File: src/rtl/sqt_pkg.sv
package sqt_pkg;
  typedef enum logic [1:0] {
    CMD_NOP     = 2'b00,
    CMD_HALT    = 2'b01,
    CMD_HALT_TC = 2'b10,
    CMD_GO      = 2'b11
  } tcmd_e;

  // bit 1 = pulse output, bit 0 = automatic reload
  typedef struct packed {
    logic pulse;
    logic reload;
  } omode_t;
endpackage

File: src/rtl/sqt_in_sync.sv
module sqt_in_sync #(
  parameter int STAGES = 2
) (
  input  logic clk,
  input  logic rst,
  input  logic async_in,
  output logic rise_tick
);
  logic [STAGES-1:0] sync_q;
  logic              prev_q;

  always_ff @(posedge clk) begin
    if (rst) begin
      sync_q    <= '0;
      prev_q    <= 1'b0;
      rise_tick <= 1'b0;
    end else begin
      sync_q    <= {sync_q[STAGES-2:0], async_in};
      prev_q    <= sync_q[STAGES-1];
      rise_tick <= sync_q[STAGES-1] & ~prev_q;
    end
  end
endmodule

File: src/rtl/sqt_cfg_regs.sv
module sqt_cfg_regs
  import sqt_pkg::*;
#(
  parameter int CW = 14
) (
  input  logic          clk,
  input  logic          wr_lo,
  input  logic          wr_hi,
  input  logic [7:0]    wr_data,
  output logic [CW-1:0] cfg_len,
  output omode_t        cfg_mode
);
  // Staged values are deliberately left out of reset.
  always_ff @(posedge clk) begin
    if (wr_lo) cfg_len[7:0] <= wr_data;
    if (wr_hi) begin
      cfg_len[CW-1:8] <= wr_data[CW-9:0];
      cfg_mode        <= omode_t'(wr_data[7:6]);
    end
  end
endmodule

File: src/rtl/sqt_engine.sv
module sqt_engine
  import sqt_pkg::*;
#(
  parameter int CW = 14
) (
  input  logic          clk,
  input  logic          rst,
  input  logic          tick,
  input  logic          cmd_valid,
  input  logic [1:0]    cmd,
  input  logic [CW-1:0] cfg_len,
  input  omode_t        cfg_mode,
  output logic          run_q,
  output logic          phase_q,
  output logic [CW-1:0] rem_q,
  output logic          pulse_q,
  output logic          tc_q
);
  localparam logic [CW-1:0] ONE = CW'(1);
  localparam logic [CW-1:0] MIN_LEN = CW'(2);

  function automatic logic [CW-1:0] hi_half(input logic [CW-1:0] len);
    return (len >> 1) + {{(CW-1){1'b0}}, len[0]};
  endfunction

  function automatic logic [CW-1:0] lo_half(input logic [CW-1:0] len);
    return len >> 1;
  endfunction

  logic [CW-1:0] len_q, plen_q;
  omode_t        mode_q, pmode_q;
  logic          pend_q, stoptc_q;

  logic [CW-1:0] n_rem, n_len, n_plen;
  omode_t        n_mode, n_pmode;
  logic          n_run, n_phase, n_pend, n_stoptc, n_tc;
  tcmd_e         cmd_e;
  logic          len_ok;

  assign cmd_e  = tcmd_e'(cmd);
  assign len_ok = (cfg_len >= MIN_LEN);

  always_comb begin
    n_run    = run_q;
    n_phase  = phase_q;
    n_rem    = rem_q;
    n_len    = len_q;
    n_mode   = mode_q;
    n_pend   = pend_q;
    n_plen   = plen_q;
    n_pmode  = pmode_q;
    n_stoptc = stoptc_q;
    n_tc     = 1'b0;

    // counting on an input edge
    if (run_q && tick) begin
      if (rem_q > ONE) begin
        n_rem = rem_q - ONE;
      end else if (phase_q) begin
        n_phase = 1'b0;
        n_rem   = lo_half(len_q);
      end else begin
        n_tc = 1'b1;
        if (pend_q) begin
          n_len   = plen_q;
          n_mode  = pmode_q;
          n_phase = 1'b1;
          n_rem   = hi_half(plen_q);
          n_pend  = 1'b0;
        end else if (stoptc_q || !mode_q.reload) begin
          n_run    = 1'b0;
          n_stoptc = 1'b0;
        end else begin
          n_phase = 1'b1;
          n_rem   = hi_half(len_q);
        end
      end
    end

    // commands act on the state left by the edge above
    if (cmd_valid) begin
      case (cmd_e)
        CMD_GO: begin
          if (len_ok) begin
            n_stoptc = 1'b0;
            if (!n_run) begin
              n_run   = 1'b1;
              n_len   = cfg_len;
              n_mode  = cfg_mode;
              n_phase = 1'b1;
              n_rem   = hi_half(cfg_len);
              n_pend  = 1'b0;
            end else begin
              n_pend  = 1'b1;
              n_plen  = cfg_len;
              n_pmode = cfg_mode;
            end
          end
        end
        CMD_HALT: begin
          n_run    = 1'b0;
          n_pend   = 1'b0;
          n_stoptc = 1'b0;
        end
        CMD_HALT_TC: begin
          if (n_run) begin
            n_stoptc = 1'b1;
            n_pend   = 1'b0;
          end
        end
        default: ;
      endcase
    end
  end

  always_ff @(posedge clk) begin
    if (rst) begin
      run_q    <= 1'b0;
      phase_q  <= 1'b1;
      rem_q    <= '0;
      len_q    <= '0;
      mode_q   <= '0;
      pend_q   <= 1'b0;
      plen_q   <= '0;
      pmode_q  <= '0;
      stoptc_q <= 1'b0;
      tc_q     <= 1'b0;
    end else begin
      run_q    <= n_run;
      phase_q  <= n_phase;
      rem_q    <= n_rem;
      len_q    <= n_len;
      mode_q   <= n_mode;
      pend_q   <= n_pend;
      plen_q   <= n_plen;
      pmode_q  <= n_pmode;
      stoptc_q <= n_stoptc;
      tc_q     <= n_tc;
    end
  end

  assign pulse_q = mode_q.pulse;
endmodule

File: src/rtl/sqt_wave.sv
module sqt_wave #(
  parameter int CW = 14
) (
  input  logic          clk,
  input  logic          rst,
  input  logic          run,
  input  logic          phase,
  input  logic [CW-1:0] rem,
  input  logic          pulse_mode,
  output logic          wave_q
);
  logic wave_d;

  always_comb begin
    if (!run)            wave_d = 1'b1;
    else if (!pulse_mode) wave_d = phase;
    else                 wave_d = ~(~phase & (rem == CW'(1)));
  end

  always_ff @(posedge clk) begin
    if (rst) wave_q <= 1'b1;
    else     wave_q <= wave_d;
  end
endmodule

File: src/rtl/sqwave_timer.sv
module sqwave_timer
  import sqt_pkg::*;
#(
  parameter int CW          = 14,
  parameter int SYNC_STAGES = 2
) (
  input  logic          clk,
  input  logic          rst,
  input  logic          tmr_in,
  input  logic          wr_lo,
  input  logic          wr_hi,
  input  logic [7:0]    wr_data,
  input  logic          cmd_valid,
  input  logic [1:0]    cmd,
  output logic          tmr_out,
  output logic          tc_pulse,
  output logic          running,
  output logic [CW-1:0] live_cnt,
  output logic          live_phase,
  output logic [15:0]   cfg_rd
);
  logic          tick;
  logic [CW-1:0] cfg_len;
  omode_t        cfg_mode;
  logic          pulse_act;

  sqt_in_sync #(.STAGES(SYNC_STAGES)) u_sync (
    .clk(clk), .rst(rst), .async_in(tmr_in), .rise_tick(tick)
  );

  sqt_cfg_regs #(.CW(CW)) u_cfg (
    .clk(clk), .wr_lo(wr_lo), .wr_hi(wr_hi), .wr_data(wr_data),
    .cfg_len(cfg_len), .cfg_mode(cfg_mode)
  );

  sqt_engine #(.CW(CW)) u_eng (
    .clk(clk), .rst(rst), .tick(tick), .cmd_valid(cmd_valid), .cmd(cmd),
    .cfg_len(cfg_len), .cfg_mode(cfg_mode),
    .run_q(running), .phase_q(live_phase), .rem_q(live_cnt),
    .pulse_q(pulse_act), .tc_q(tc_pulse)
  );

  sqt_wave #(.CW(CW)) u_wave (
    .clk(clk), .rst(rst), .run(running), .phase(live_phase),
    .rem(live_cnt), .pulse_mode(pulse_act), .wave_q(tmr_out)
  );

  assign cfg_rd = {cfg_mode, 14'(cfg_len)};
endmodule

File: config.mk
export PLATFORM = sky130hd
export DESIGN_NAME = sqwave_timer
export DESIGN_NICKNAME = d
export VERILOG_FILES = /design/src/rtl/sqt_pkg.sv /design/src/rtl/sqt_in_sync.sv /design/src/rtl/sqt_cfg_regs.sv /design/src/rtl/sqt_engine.sv /design/src/rtl/sqt_wave.sv /design/src/rtl/sqwave_timer.sv
export SDC_FILE = /design/constraint.sdc
export NUM_CORES = 1
export LEC_CHECK = 0
export BUFFER_PORTS_ARGS = -buffer_cell sky130_fd_sc_hd__buf_2
export CAP_MARGIN = 20
export CORE_AREA = 2 2 90 92
export CTS_CLUSTER_SIZE = 24
export DETAILED_ROUTE_END_ITERATION = 7
export DIE_AREA = 0 0 92 94
export PLACE_DENSITY_LB_ADDON = 0.1
export RECOVER_POWER = 50
export SLEW_MARGIN = 20
export SYNTH_ARGS = -nofsm -noshare
export SYNTH_HDL_FRONTEND = slang
export SYNTH_SLANG_ARGS = --single-unit
File: constraint.sdc
create_clock -name clk -period 2.9 [get_ports clk]
set_input_delay 0.435 -clock clk [delete_from_list [all_inputs] [get_ports clk]]
set_output_delay 0.435 -clock clk [all_outputs]
set_load 0.03 [all_outputs]
### Word-level counts from Yosys, hierarchy flattened

Cells that the tools add are included.

| cells by class | value |
|---|---|
| $add $sub $neg | 4 |
| bitwise gates (word level) | 7 |
| mux-type cells | 61 |
| equal/unequal tests | 4 |
| magnitude comparators | 2 |
| reductions and logical operators | 6 |

Operator list:

| cell | count |
|---|---|
| 14-bit two-way mux | 17 |
| 13-bit by 1-bit adder with 14-bit output | 3 |
| 1-bit two-way mux | 33 |
| 2-bit two-way mux | 8 |
| 14-bit by 1-bit == test with 1-bit output, second input constant | 1 |
| 14-bit by 2-bit greater-or-equal comparator with 1-bit output, second input constant | 1 |
| 14-bit by 1-bit > comparator with 1-bit output, second input constant | 1 |
| 14-bit by 1-bit subtractor with 14-bit output, second input constant | 1 |
| 1-bit case mux with 3 select lines | 2 |
| 1-bit inverter | 5 |
| 2-bit == test, second input constant | 2 |
| 4-bit AND reduction | 1 |
| 3-bit OR reduction | 1 |
| 1-bit bitwise AND | 2 |
| 2-bit by 1-bit == test with 1-bit output, second input constant | 1 |
| 1-bit case mux with 2 select lines | 1 |
| 2-bit OR reduction | 1 |
| 1-bit logical AND | 1 |
| 1-bit zero test | 1 |
| 1-bit logical OR | 1 |

| storage, ports and cells | value |
|---|---|
| logic and storage cells | 104 |
| output and inout bits | 34 |
| register bits | 72 |

### Logic depth before layout (Yosys ltp)

Gate-level depths: netlist (run 1).

| logic depth | value |
|---|---|
| depth in word-level cells | 11 |
| depth in mapped cells | 10 |
| depth with buffers taken out | 8 |

### By module

A second synthesis (run 1) with hierarchy kept.

| second synthesis, totals | value |
|---|---|
| cell total of the unflattened synthesis | 514 |
| area, all modules | 4,500.6 µm² |

Modules (own cells, without submodules):

| module | sequential area each (µm²) | cells each | area each (µm²) | times used |
|---|---|---|---|---|
| sqt_engine | 1,021.0 | 481 | 3,823.7 | 1 |
| sqt_cfg_regs | 480.5 | 16 | 480.5 | 1 |
| sqt_in_sync | 80.1 | 8 | 111.4 | 1 |
| sqt_wave | 20.0 | 9 | 85.1 | 1 |

### Worst setup path after synthesis (run 1)

OpenSTA, ideal clock, no wires.

| timing | value |
|---|---|
| kind | register to register |
| start point | register u_eng.rem_q[0] |
| end point | register u_eng.plen_q[8] |
| slack | 0.429 ns |
| data arrival time | 2.400 ns |
| clock period less this slack | 2.471 ns |
| data required time | 2.829 ns |
| cell stages (with the launch flop) | 10 |
| path buffers | 2 |
| cells stage by stage | dfxtp_1 inv_1 ha_1 buf_2 nor2_1 o31ai_4 nor2_1 clkbuf_1 nand2_1 a21oi_1 |

| on the way | value |
|---|---|
| word-level cells in the longest chain between the ends | 4 |

RTL lines:

| item | line | source |
|---|---|---|
| from (decl) | sqt_engine.sv:15 | `output logic [CW-1:0] rem_q,` |
| from (signal assigned) | sqt_engine.sv:131 | `rem_q <= n_rem;` |
| 14-bit by 1-bit > comparator with 1-bit output | sqt_engine.sv:57 | `if (rem_q > ONE) begin` |
| 1-bit two-way mux | sqt_engine.sv:57 |  |
| 1-bit two-way mux | sqt_engine.sv:56 | `if (run_q && tick) begin` |
| 4-bit AND reduction (no line) | -- |  |
| to (signal assigned) | sqt_engine.sv:135 | `plen_q <= n_plen;` |
| to (decl) | sqt_engine.sv:30 | `logic [CW-1:0] len_q, plen_q;` |

Every way passes these cells.
A chain may end at the register's enable or synchronous reset.

### Final worst setup path (run 1)

| timing | value |
|---|---|
| start point | register u_eng.rem_q[0] |
| end point | register u_eng.plen_q[1] |

Same word-level chain as after synthesis.

==> reports/qor.csv, run 1 <==
metric,value,unit
outcome,"complete, no violations",
holdCritPathClass,input pin to flip-flop,
slowest_delay,0.67,ns
port_buffers,49,
n_fill_cell,655,
post-route-drc-count,0,
worstPathMaxFanout,16,
crit_buf_inv,1,
ys_warn_count,0,
setup_tns,0,ns
netlist.area_leader.share,25.62,%
cap_violations,0,
routedWlPerCell,20.10,microns
drt_pre_antenna_iters,5,
max_freq,0.3763,GHz
clk_pin_slew,0.09,ns
syn_to_final_growth,15.16,%
wl_met1,5826,microns
cts_setup_buffers,0,
endpoint_kind,flip-flop,
arrival,2.85,ns
wl_met2,6235,microns
ir_drop,482.3,uV
clock_latency,0.36,ns
clock_skew,0.01813,ns
grt_pass1_wl,21940,microns
synthTopCellsByArea,"dfxtp_1 26%, edfxtp_1 11%, mux2i_1 5.0%",
antenna_found_initial,0,
yosysSeqAreaShare,36.60,%
diodes,0,
yosysTopAreaCell,dfxtp_1,
final_common_cell,dfxtp_1,
syn-mean-instance-area,8.382,sq um
synth_flop_cell,dfxtp_1,
grt_pass1_vias,4260,
power,2.545,mW
vias_per_cell,6.504,
cts.sinks,72,
finalCritPeriodShare,91.64,%
num_vias,4442,
synth-edff-count,16,
die_w,92,microns
cts_tree,yes,
crit_required,3.10,ns
cts_root_buf,clkbuf_8,
fin_crit,2.658,ns
crit_slowest_cell,nor2_2,
dr_wl_met3,1136,microns
hpwlAfterDp,9713,microns
cts_buffers,9,
die_y,94,microns
tightest_slew,1.148,ns
critical_path_class,flip-flop to flip-flop,
grt_max_degree,52,
clockBufferDepth,2,
rows,32,
holdBufCountCts,0,
top_layer,met4,
rsz0062_at_grt,false,
synth.net_count,547,
drt_iter0_drc,424,
antenna_left,0,
cp_cell_sequence,inv_1 -> ha_1 -> nor2_1 -> o31ai_4 -> nor2_2 -> mux2i_1 -> nor2_1,
crit_family,simple AND/OR/NAND/NOR gates,
routed_wl,13730,microns
routabilityCongestion,0.8966,
finalSetupViolCount,0,
whs,0.2694,ns
initial_core_util,57.52,%
maxSlewHeadroom,23.49,%
dieArea,8648,sq um
final_hold_viol_count,0,
async_flop_share,0,%
synth_cell_types,66,
power_density,505.2,nW/um^2
drv_slew,0,
startpoint_type,flip-flop,
p_leak,1.746,nW
cts_max_level,3,
syn-cell-area,4375,sq um
grt_overflow,0,
synthCells,522,
final_layout_size_suffix_gt1_share,13.60,%
yosys_register_bits,72,
ios,50,
cts_resized,0,
grt_usage,32.67,%
layout_common_cells,"56 x dfxtp_1, 51 x nor2_1, 41 x nand2_1",
core-area,7607,sq um
nets,601,
crit_top_cell,nor2_1,
[power breakdown]
group	internal (mW)	switching (mW)	total, mW
Sequential	1.07	0.0691	1.14
Combinational	0.166	0.320	0.487
Clock	0.509	0.407	0.916
Total	1.75	0.797	2.55
[kinds of logic after synthesis]
group,after synthesis,share of synthesized area (%)
simple gates,184,21.33
compound gates,161,24.85
flops,72,36.60
buf+inv,49,4.604
xor+xnor,25,5.004
mux,22,5.033
fa+ha+maj,9,2.574
[per-layer routing]
layer  global-route usage, %  up-vias
met2                   53.55      232
met3                   8.106       56
met1                   41.05     2085
met5                       0        -
met4                   14.05        0
li1                        -     2069
[cell usage after synthesis (4+ instances only)]
| cell | n |
|---|---|
| xor2_1 | 15 |
| buf_2 | 5 |
| edfxtp_1 | 16 |
| nand3_1 | 15 |
| nor4_1 | 8 |
| o21ai_1 | 4 |
| a31oi_1 | 15 |
| ha_1 | 9 |
| o211ai_1 | 8 |
| nand4_1 | 15 |
| nor2_1 | 52 |
| nor2b_1 | 6 |
| mux2i_1 | 22 |
| nand2b_1 | 5 |
| dfxtp_1 | 56 |
| clkbuf_1 | 31 |
| xnor2_1 | 10 |
| inv_1 | 12 |
| o21ai_0 | 37 |
| nand2_1 | 41 |
| and4_1 | 4 |
| a211oi_2 | 4 |
| a211oi_1 | 18 |
| a21oi_1 | 31 |
| nor3_1 | 19 |
| a221oi_1 | 4 |
[flip-flops by register name (all words and copies together) (netlist names), 2 cells and up]
name,cells
u_cfg.cfg_mode,2
u_sync.sync_q,2
u_eng.plen_q,14
u_eng.pmode_q,2
u_eng.len_q,14
u_cfg.cfg_len,14
u_eng.rem_q,14
[final timing paths]
kind | to | from | slack [ns] | depth (start not counted)
max | u_eng.plen_q[1]$_SDFFE_PP0P_ | u_eng.rem_q[0]$_SDFF_PP0_ | 0.24 | 7
min | u_cfg.cfg_len[7]$_DFFE_PP_ | wr_data[7] | 0.27 | 1
max reg2reg | u_eng.plen_q[1]$_SDFFE_PP0P_ | u_eng.rem_q[0]$_SDFF_PP0_ | 0.24 | 7
min reg2reg | u_sync.rise_tick$_SDFF_PP0_ | u_sync.prev_q$_SDFF_PP0_ | 0.39 | 1
[per-stage QoR]
| step | setup slack (ns) | utilization, % | std cells | instance area (sq um) |
|---|---|---|---|---|
| 3_3_place_gp | 0.06124 | 63.78 | 667 | 4852 |
| 3_5_place_dp | 0.3571 | 63.82 | 667 | 4855 |
| 6_report | 0.2425 | 66.23 | 683 | 5039 |
| 2_1_floorplan | 0.4290 | - | 522 | 4375 |
| 4_1_cts | 0.3268 | 66.74 | 683 | 5077 |
| 5_1_grt | 0.1001 | 66.23 | 683 | 5039 |
[layout make-up]
type                            instances  area, sq um  share of cell area (%)
Inverter                               12        45.04                  0.8940
Tap cell                              102        127.6                   2.533
Clock buffer                           11        141.4                   2.806
Multi-Input combinational cell        401         2577                   51.15
Clock inverter                          5        81.33                   1.614
Timing Repair Buffer                   80        464.2                   9.213
Sequential cell                        72         1602                   31.79
Power figures use the tool's default switching activity.
==> run 2, diff against run 1 <==
--- a/config.mk
+++ b/config.mk
@@ -5,12 +5,13 @@
 export SDC_FILE = /design/constraint.sdc
 export NUM_CORES = 1
 export LEC_CHECK = 0
-export BUFFER_PORTS_ARGS = -buffer_cell sky130_fd_sc_hd__buf_2
+export ABC_AREA = 1
+export BUFFER_PORTS_ARGS = -buffer_cell sky130_fd_sc_hd__clkbuf_2
 export CAP_MARGIN = 20
-export CORE_AREA = 2 2 90 92
+export CORE_AREA = 2 2 92 94
 export CTS_CLUSTER_SIZE = 24
 export DETAILED_ROUTE_END_ITERATION = 7
-export DIE_AREA = 0 0 92 94
+export DIE_AREA = 0 0 94 96
 export PLACE_DENSITY_LB_ADDON = 0.1
 export RECOVER_POWER = 50
 export SLEW_MARGIN = 20
==> run 2 against run 1 <==
  * Power down 4.3%
  * Wire length is 8.8% higher
  * Die area up 4.3%
  * First-iteration DRC count down 9.9%
  * Clock power decreased by 9.6%
  * Non-clock buffer count is 24 lower
  * Flip-flop and latch count did not move
  * Combinational power decreased by 5.3%
  * Utilization decreased by 2.1 points
  * Cell count rose by 31%
  * Critical endpoint is now u_eng.rem_q[1]$_SDFF_PP0_
==> reports/qor.csv, run 2 <==
metric,value,unit,change
outcome,"complete, no violations",,
r2r_cells,11,,+4
synth-compound-area-share,10.74,%,-14 points
power_density,471.3,nW/um^2,-6.7%
routabilityCongestion,0.9409,,+4.9%
fin_crit,2.484,ns,-0.1736 ns
synth_xor_xnor_area_share,2.971,%,-2.0 points
die_y,96,microns,+2.1%
holdBufCountCts,0,,unchanged
core-area,8051,sq um,+5.8%
netlist.area_leader.share,23.77,%,-1.9 points
cts_buffers,9,,unchanged
ff_latch_area,1602,sq um,unchanged
startpoint_type,flip-flop,,
rsz0062_at_grt,false,,
post-route-drc-count,0,,unchanged
regToRegStartpoint,u_eng.rem_q[0]$_SDFF_PP0_,,
max_freq,0.4026,GHz,+7.0%
grt_pass1_wl,23520,microns,+7.2%
ir_drop,389.4,uV,-19%
clk_pin_slew,0.09,ns,about the same
drv_slew,0,,unchanged
finalCritPeriodShare,85.65,%,-6.0 points
routed_wl,14940,microns,+8.8%
synth-edff-count,16,,unchanged
multi_input_area,2694,sq um,+4.5%
synth_cell_types,35,,-47%
tightest_slew,0.8253,ns,-0.3223 ns
drt_iter0_drc,382,,-9.9%
async_flop_share,0,%,unchanged
n_fill_cell,820,,+25%
maxSlewHeadroom,44.98,%,+21 points
yosys_register_bits,72,,unchanged
cts_resized,0,,unchanged
antenna_left,0,,unchanged
whs_path_depth,1,,unchanged
rrSetupSlack,0.42,ns,+0.17 ns
rows,33,,+3.1%
grt_overflow,0,,unchanged
critical_path_class,flip-flop to flip-flop,,
synthMuxAreaShare,0,%,-5.0 points
final_layout_size_suffix_gt1_share,7.449,%,-6.1 points
yosysTopAreaCell,dfxtp_1,,
port_buffers,49,,unchanged
routedWlPerCell,16.65,microns,-17%
synth.top_cells.by_count,"217 x nand2_1, 117 x nor2_1, 77 x nand3_1",,
synthTopCellsByArea,"dfxtp_1 24%, nand2_1 17%, edfxtp_1 10%",,
clock_skew,0.01294,ns,-0.005184 ns
holdCritPathClass,input pin to flip-flop,,
crit_slowest_cell,dfxtp_1,,
cp_cell_sequence,inv_1 -> ha_1 -> nand2_2 -> nand2_1 -> nand4_4 -> nor2_2 -> nand3_2 -> nand2_4 -> nand2_4 -> o21ai_1 -> nor2_1,,
clockBufferDepth,2,,unchanged
design_area,5167,sq um,+2.6%
cts.sinks,72,,unchanged
syn-mean-instance-area,6.323,sq um,-25%
cts_tree,yes,,
drt_pre_antenna_iters,5,,unchanged
clock_latency,0.36,ns,about the same
initial_core_util,58.59,%,+1.1 points
synth_flop_cell,dfxtp_1,,
final_common_cell,nand2_1,,
worstPathMaxFanout,46,,+30
synthCells,746,,+43%
cts_max_level,3,,unchanged
synth_top_family_by_area,simple AND/OR/NAND/NOR gates,,
grt_max_degree,47,,-9.6%
hold_end,u_cfg.cfg_len[1]$_DFFE_PP_,,
dieArea,9024,sq um,+4.3%
synth-simple-area-share,41.01,%,+20 points
crit_required,3.15,ns,+0.05 ns
endpoint_kind,flip-flop,,
layout_common_cells,"217 x nand2_1, 117 x nor2_1, 77 x nand3_1",,
worstReg2RegEnd,u_eng.rem_q[1]$_SDFF_PP0_,,
cts_root_buf,clkbuf_8,,
final_hold_viol_count,0,,unchanged
yosysSeqAreaShare,33.95,%,-2.7 points
die_w,94,microns,+2.2%
whs,0.2687,ns,-0.0006530 ns
antenna_found_initial,0,,unchanged
arrival,2.74,ns,-0.11 ns
grt_usage,34.47,%,+1.8 points
synth_most_common_cell,nand2_1,,
yosys.area_share.adder,2.387,%,-0.19 points
syn-cell-area,4717,sq um,+7.8%
holdCritStartpoint,wr_data[1],,
setup_tns,0,ns,unchanged
cap_violations,0,,unchanged
crit_top_cell,nand2_4,,
power,2.435,mW,-4.3%
diodes,0,,unchanged
placed_area,5002,sq um,+3.0%
synth.net_count,771,,+41%
slowest_delay,0.37,ns,-0.30 ns
num_vias,5106,,+15%
vias_per_cell,5.692,,-12%
cts_setup_buffers,0,,unchanged
nets,812,,+35%
finalSetupViolCount,0,,unchanged
p_leak,2.230,nW,+28%
grt_pass1_vias,4641,,+8.9%
hpwlAfterDp,11400,microns,+17%
ys_warn_count,0,,unchanged
ios,50,,unchanged
syn_to_final_growth,9.549,%,
## run 2: cell count changes in the layout (fill, tap and decap cells not counted), moves of 20 or more
cell,delta
buf_4,-21
buf_2,-20
nand2_1,+176
mux2i_1,-22
nand3_1,+62
inv_1,+57
nor2_1,+66
## run 2: worst max-delay path: cells and delay by family, from the launching register on
kind / cells / cell delay, ns
simple gates: 8 / 1.36
compound gates: 1 / 0.31
buf+inv: 1 / 0.12
flops: 1 / 0.37
fa+ha+maj: 1 / 0.21
## run 2: worst max-delay path by stage
stage | startpoint | endpoint | slack (ns) | cells after the start
finish | u_eng.rem_q[0]$_SDFF_PP0_ | u_eng.rem_q[1]$_SDFF_PP0_ | 0.42 | 11
global route | u_eng.rem_q[0]$_SDFF_PP0_ | u_eng.rem_q[2]$_SDFF_PP0_ | 0.23 | 11
CTS | u_eng.rem_q[0]$_SDFF_PP0_ | u_eng.rem_q[1]$_SDFF_PP0_ | 0.45 | 11
detailed placement | u_eng.rem_q[0]$_SDFF_PP0_ | u_eng.rem_q[1]$_SDFF_PP0_ | 0.47 | 11
global placement | u_eng.rem_q[0]$_SDFF_PP0_ | u_eng.rem_q[8]$_SDFF_PP0_ | 0.55 | 11
floorplan | u_cfg.cfg_len[1]$_DFFE_PP_ | u_eng.rem_q[10]$_SDFF_PP0_ | 0.87 | 12
## run 2: routing by layer
metal / track usage [%] / wire (microns) / up-vias
li1: - / - / 2491
met4: 11.59 / 434 / 0
met2: 57.50 / 6883 / 246
met5: 0 / 0 / -
met1: 45.37 / 6345 / 2339
met3: 6.186 / 1272 / 30
## run 2: cell families (layout without fill, tap and decap cells)
logic type,after synthesis,after routing
AND/OR/NAND/NOR,451,451
XOR/XNOR,16,16
buffers and inverters,100,146
flip-flops,72,72
adder cells (fa/ha/maj),9,9
AO/OA/AOI/OAI,98,98
## run 2: area by class of cell
class,instances,share of cell area (%)
clock inverters,6,1.283
multi-input cells,574,52.13
repair buffers,56,5.012
well taps,105,2.542
flip-flops and latches,72,30.99
clock buffers,10,2.663
inverters,74,5.375
## run 2: per-stage QoR
step	utilization (%)	std cells	setup WS, ns
6_report	64.18	897	0.4161
5_1_grt	64.18	897	0.2293
2_1_floorplan	-	746	0.8695
3_5_place_dp	62.13	881	0.4691
4_1_cts	64.66	897	0.4531
3_3_place_gp	62.13	881	0.5519
## run 2: power breakdown
group / leakage [nW] / internal (mW) / switching (mW)
clock: 0.103 / 0.424 / 0.404
sequential: 0.612 / 1.07 / 0.0738
combinational: 1.51 / 0.138 / 0.323
==> run 3, diff against run 2 <==
--- a/config.mk
+++ b/config.mk
@@ -8,13 +8,15 @@
 export ABC_AREA = 1
 export BUFFER_PORTS_ARGS = -buffer_cell sky130_fd_sc_hd__clkbuf_2
 export CAP_MARGIN = 20
-export CORE_AREA = 2 2 92 94
+export CORE_AREA = 2 2 94 96
 export CTS_CLUSTER_SIZE = 24
 export DETAILED_ROUTE_END_ITERATION = 7
-export DIE_AREA = 0 0 94 96
+export DIE_AREA = 0 0 96 98
 export PLACE_DENSITY_LB_ADDON = 0.1
 export RECOVER_POWER = 50
+export REMOVE_ABC_BUFFERS = 1
 export SLEW_MARGIN = 20
 export SYNTH_ARGS = -nofsm -noshare
 export SYNTH_HDL_FRONTEND = slang
+export SYNTH_HIERARCHICAL = 1
 export SYNTH_SLANG_ARGS = --single-unit
==> run 3 against run 2 <==
  * Power is 7.7% higher
  * Non-clock buffer count is 3 higher
  * Largest cell class unchanged
  * Flip-flop and latch count unchanged
  * Synthesized cell count up 2.0%
  * Clock skew down 0.0031 ns
  * Utilization fell by 0.44 points
  * Global-route usage shrank 0.56 points
  * Critical path type unchanged
==> reports/qor.csv, run 3 <==
metric,value,unit,change
crit_family,flip-flops,,
yosysTopAreaCell,dfxtp_1,,
finalSetupViolCount,0,,unchanged
clk_pin_slew,0.09,ns,about the same
grt_usage,33.91,%,-0.56 points
fin_crit,2.240,ns,-0.2434 ns
port_buffers,49,,unchanged
grt_pass1_wl,24280,microns,+3.2%
worstPathMaxFanout,18,,-61%
max_freq,0.4463,GHz,+11%
whs,0.2650,ns,-0.003727 ns
crit_buf_inv,3,,+2
clock_latency,0.35,ns,about the same
core-area,8466,sq um,+5.1%
num_vias,5270,,+3.2%
final_layout_size_suffix_gt1_share,9.852,%,+2.4 points
synth_cell_types,38,,+8.6%
ios,50,,unchanged
diodes,0,,unchanged
synth.top_cells.by_count,"215 x nand2_1, 108 x nor2_1, 74 x nand3_1",,
ys_warn_count,6,,+6
maxSlewHeadroom,20.15,%,-25 points
startpoint_type,flip-flop,,
dieArea,9408,sq um,+4.3%
initial_core_util,57.74,%,-0.84 points
arrival,2.42,ns,-0.32 ns
tightest_slew,1.198,ns,+0.3725 ns
crit_required,3.08,ns,-0.07 ns
syn_to_final_growth,10.39,%,
synth_flop_cell,dfxtp_1,,
outcome,"complete, no violations",,
crit_slowest_cell,dfxtp_1,,
yosys_register_bits,72,,unchanged
crit_top_cell,nand2_4,,
async_flop_share,0,%,unchanged
clock_skew,0.009889,ns,-0.003055 ns
slowest_delay,0.71,ns,+0.34 ns
finalCritPeriodShare,77.26,%,-8.4 points
cts_root_buf,clkbuf_8,,
p_leak,2.301,nW,+3.2%
drt_iter0_drc,513,,+34%
synthTopCellsByArea,"dfxtp_1 23%, nand2_1 17%, edfxtp_1 9.8%",,
routedWlPerCell,16.75,microns,+0.59%
vias_per_cell,5.728,,+0.63%
holdBufCountCts,0,,unchanged
final_common_cell,nand2_1,,
cts_setup_buffers,0,,unchanged
cts_buffers,9,,unchanged
setup_tns,0,ns,unchanged
drt_pre_antenna_iters,5,,unchanged
drv_slew,0,,unchanged
synth_most_common_cell,nand2_1,,
post-route-drc-count,0,,unchanged
netlist.area_leader.share,22.93,%,-0.83 points
syn-cell-area,4888,sq um,+3.6%
rows,34,,+3.0%
cap_violations,0,,unchanged
cp_cell_sequence,clkinv_1 -> a31oi_1 -> inv_1 -> nand4_4 -> nand2_4 -> inv_2 -> nand2_4 -> nand2_1 -> a21oi_1,,
cts_max_level,3,,unchanged
power_density,486.0,nW/um^2,+3.1%
endpoint_kind,flip-flop,,
grt_pass1_vias,4704,,+1.4%
grt_max_degree,58,,+23%
synth-edff-count,16,,unchanged
holdCritPathClass,input pin to flip-flop,,
grt_overflow,0,,unchanged
cts.sinks,72,,unchanged
nets,832,,+2.5%
layout_common_cells,"216 x nand2_1, 108 x nor2_1, 74 x nand3_1",,
ir_drop,351.8,uV,-9.7%
synthCells,761,,+2.0%
cts_resized,0,,unchanged
yosysSeqAreaShare,32.76,%,-1.2 points
power,2.623,mW,+7.7%
critical_path_class,flip-flop to flip-flop,,
final_hold_viol_count,0,,unchanged
die_w,96,microns,+2.1%
rsz0062_at_grt,false,,
antenna_found_initial,0,,unchanged
hpwlAfterDp,11590,microns,+1.7%
routed_wl,15410,microns,+3.2%
clockBufferDepth,2,,unchanged
routabilityCongestion,0.9262,,-1.6%
syn-mean-instance-area,6.424,sq um,+1.6%
cts_tree,yes,,
antenna_left,0,,unchanged
die_y,98,microns,+2.1%
-- run 3: report_power, final --
group | switching (mW) | internal (mW) | leakage (nW) | total (mW)
clock | 0.433 | 0.503 | 0.114 | 0.935
combinational | 0.371 | 0.160 | 1.57 | 0.531
sequential | 0.0829 | 1.07 | 0.612 | 1.16
total | 0.887 | 1.74 | 2.30 | 2.62
-- run 3: through the flow --
stage / cells / worst slack, ns / utilization [%] / instance area, sq um
2_1_floorplan: 737 / 0.2233 / - / 4740
3_3_place_gp: 904 / 0.7385 / 61.51 / 5207
3_5_place_dp: 904 / 0.7157 / 61.51 / 5207
4_1_cts: 920 / 0.6999 / 64.25 / 5439
5_1_grt: 920 / 0.4883 / 63.75 / 5396
6_report: 920 / 0.6595 / 63.75 / 5396
-- run 3: final cells by class --
class,instances,area [sq um]
Clock inverter,7,107.6
Multi-Input combinational cell,588,2841
Clock buffer,9,123.9
Tap cell,108,135.1
Timing Repair Buffer,59,292.8
Fill cell,814,3069
Inverter,77,294.0
Sequential cell,72,1602
-- run 3: path summary, 6_finish.rpt --
kind,end,from,slack (ns),cells after the start
setup / recovery,u_eng/plen_q[0]$_SDFFE_PP0P_,u_eng/phase_q$_SDFF_PP1_,0.66,9
hold / removal,u_cfg/cfg_len[13]$_DFFE_PP_,wr_data[5],0.26,1
setup reg to reg,u_eng/plen_q[0]$_SDFFE_PP0P_,u_eng/phase_q$_SDFF_PP1_,0.66,9
hold reg to reg,u_sync/rise_tick$_SDFF_PP0_,u_sync/prev_q$_SDFF_PP0_,0.41,1
-- run 3: cell families (layout without fill, tap and decap cells) --
logic type,after synthesis,after routing,share of synthesized area (%)
simple gates,459,459,41.80
buf+inv,101,152,9.061
compound gates,101,101,10.67
fa+ha+maj,9,9,2.304
xor+xnor,19,19,3.404
flops,72,72,32.76
-- run 3: layer usage --
metal	vias to the layer above	global-route usage (%)	part of all wire, %
met5	-	0	0
met4	0	12.42	3.2
met3	42	5.015	8.6
met2	274	53.53	46
met1	2406	46.84	42
li1	2548	-	-
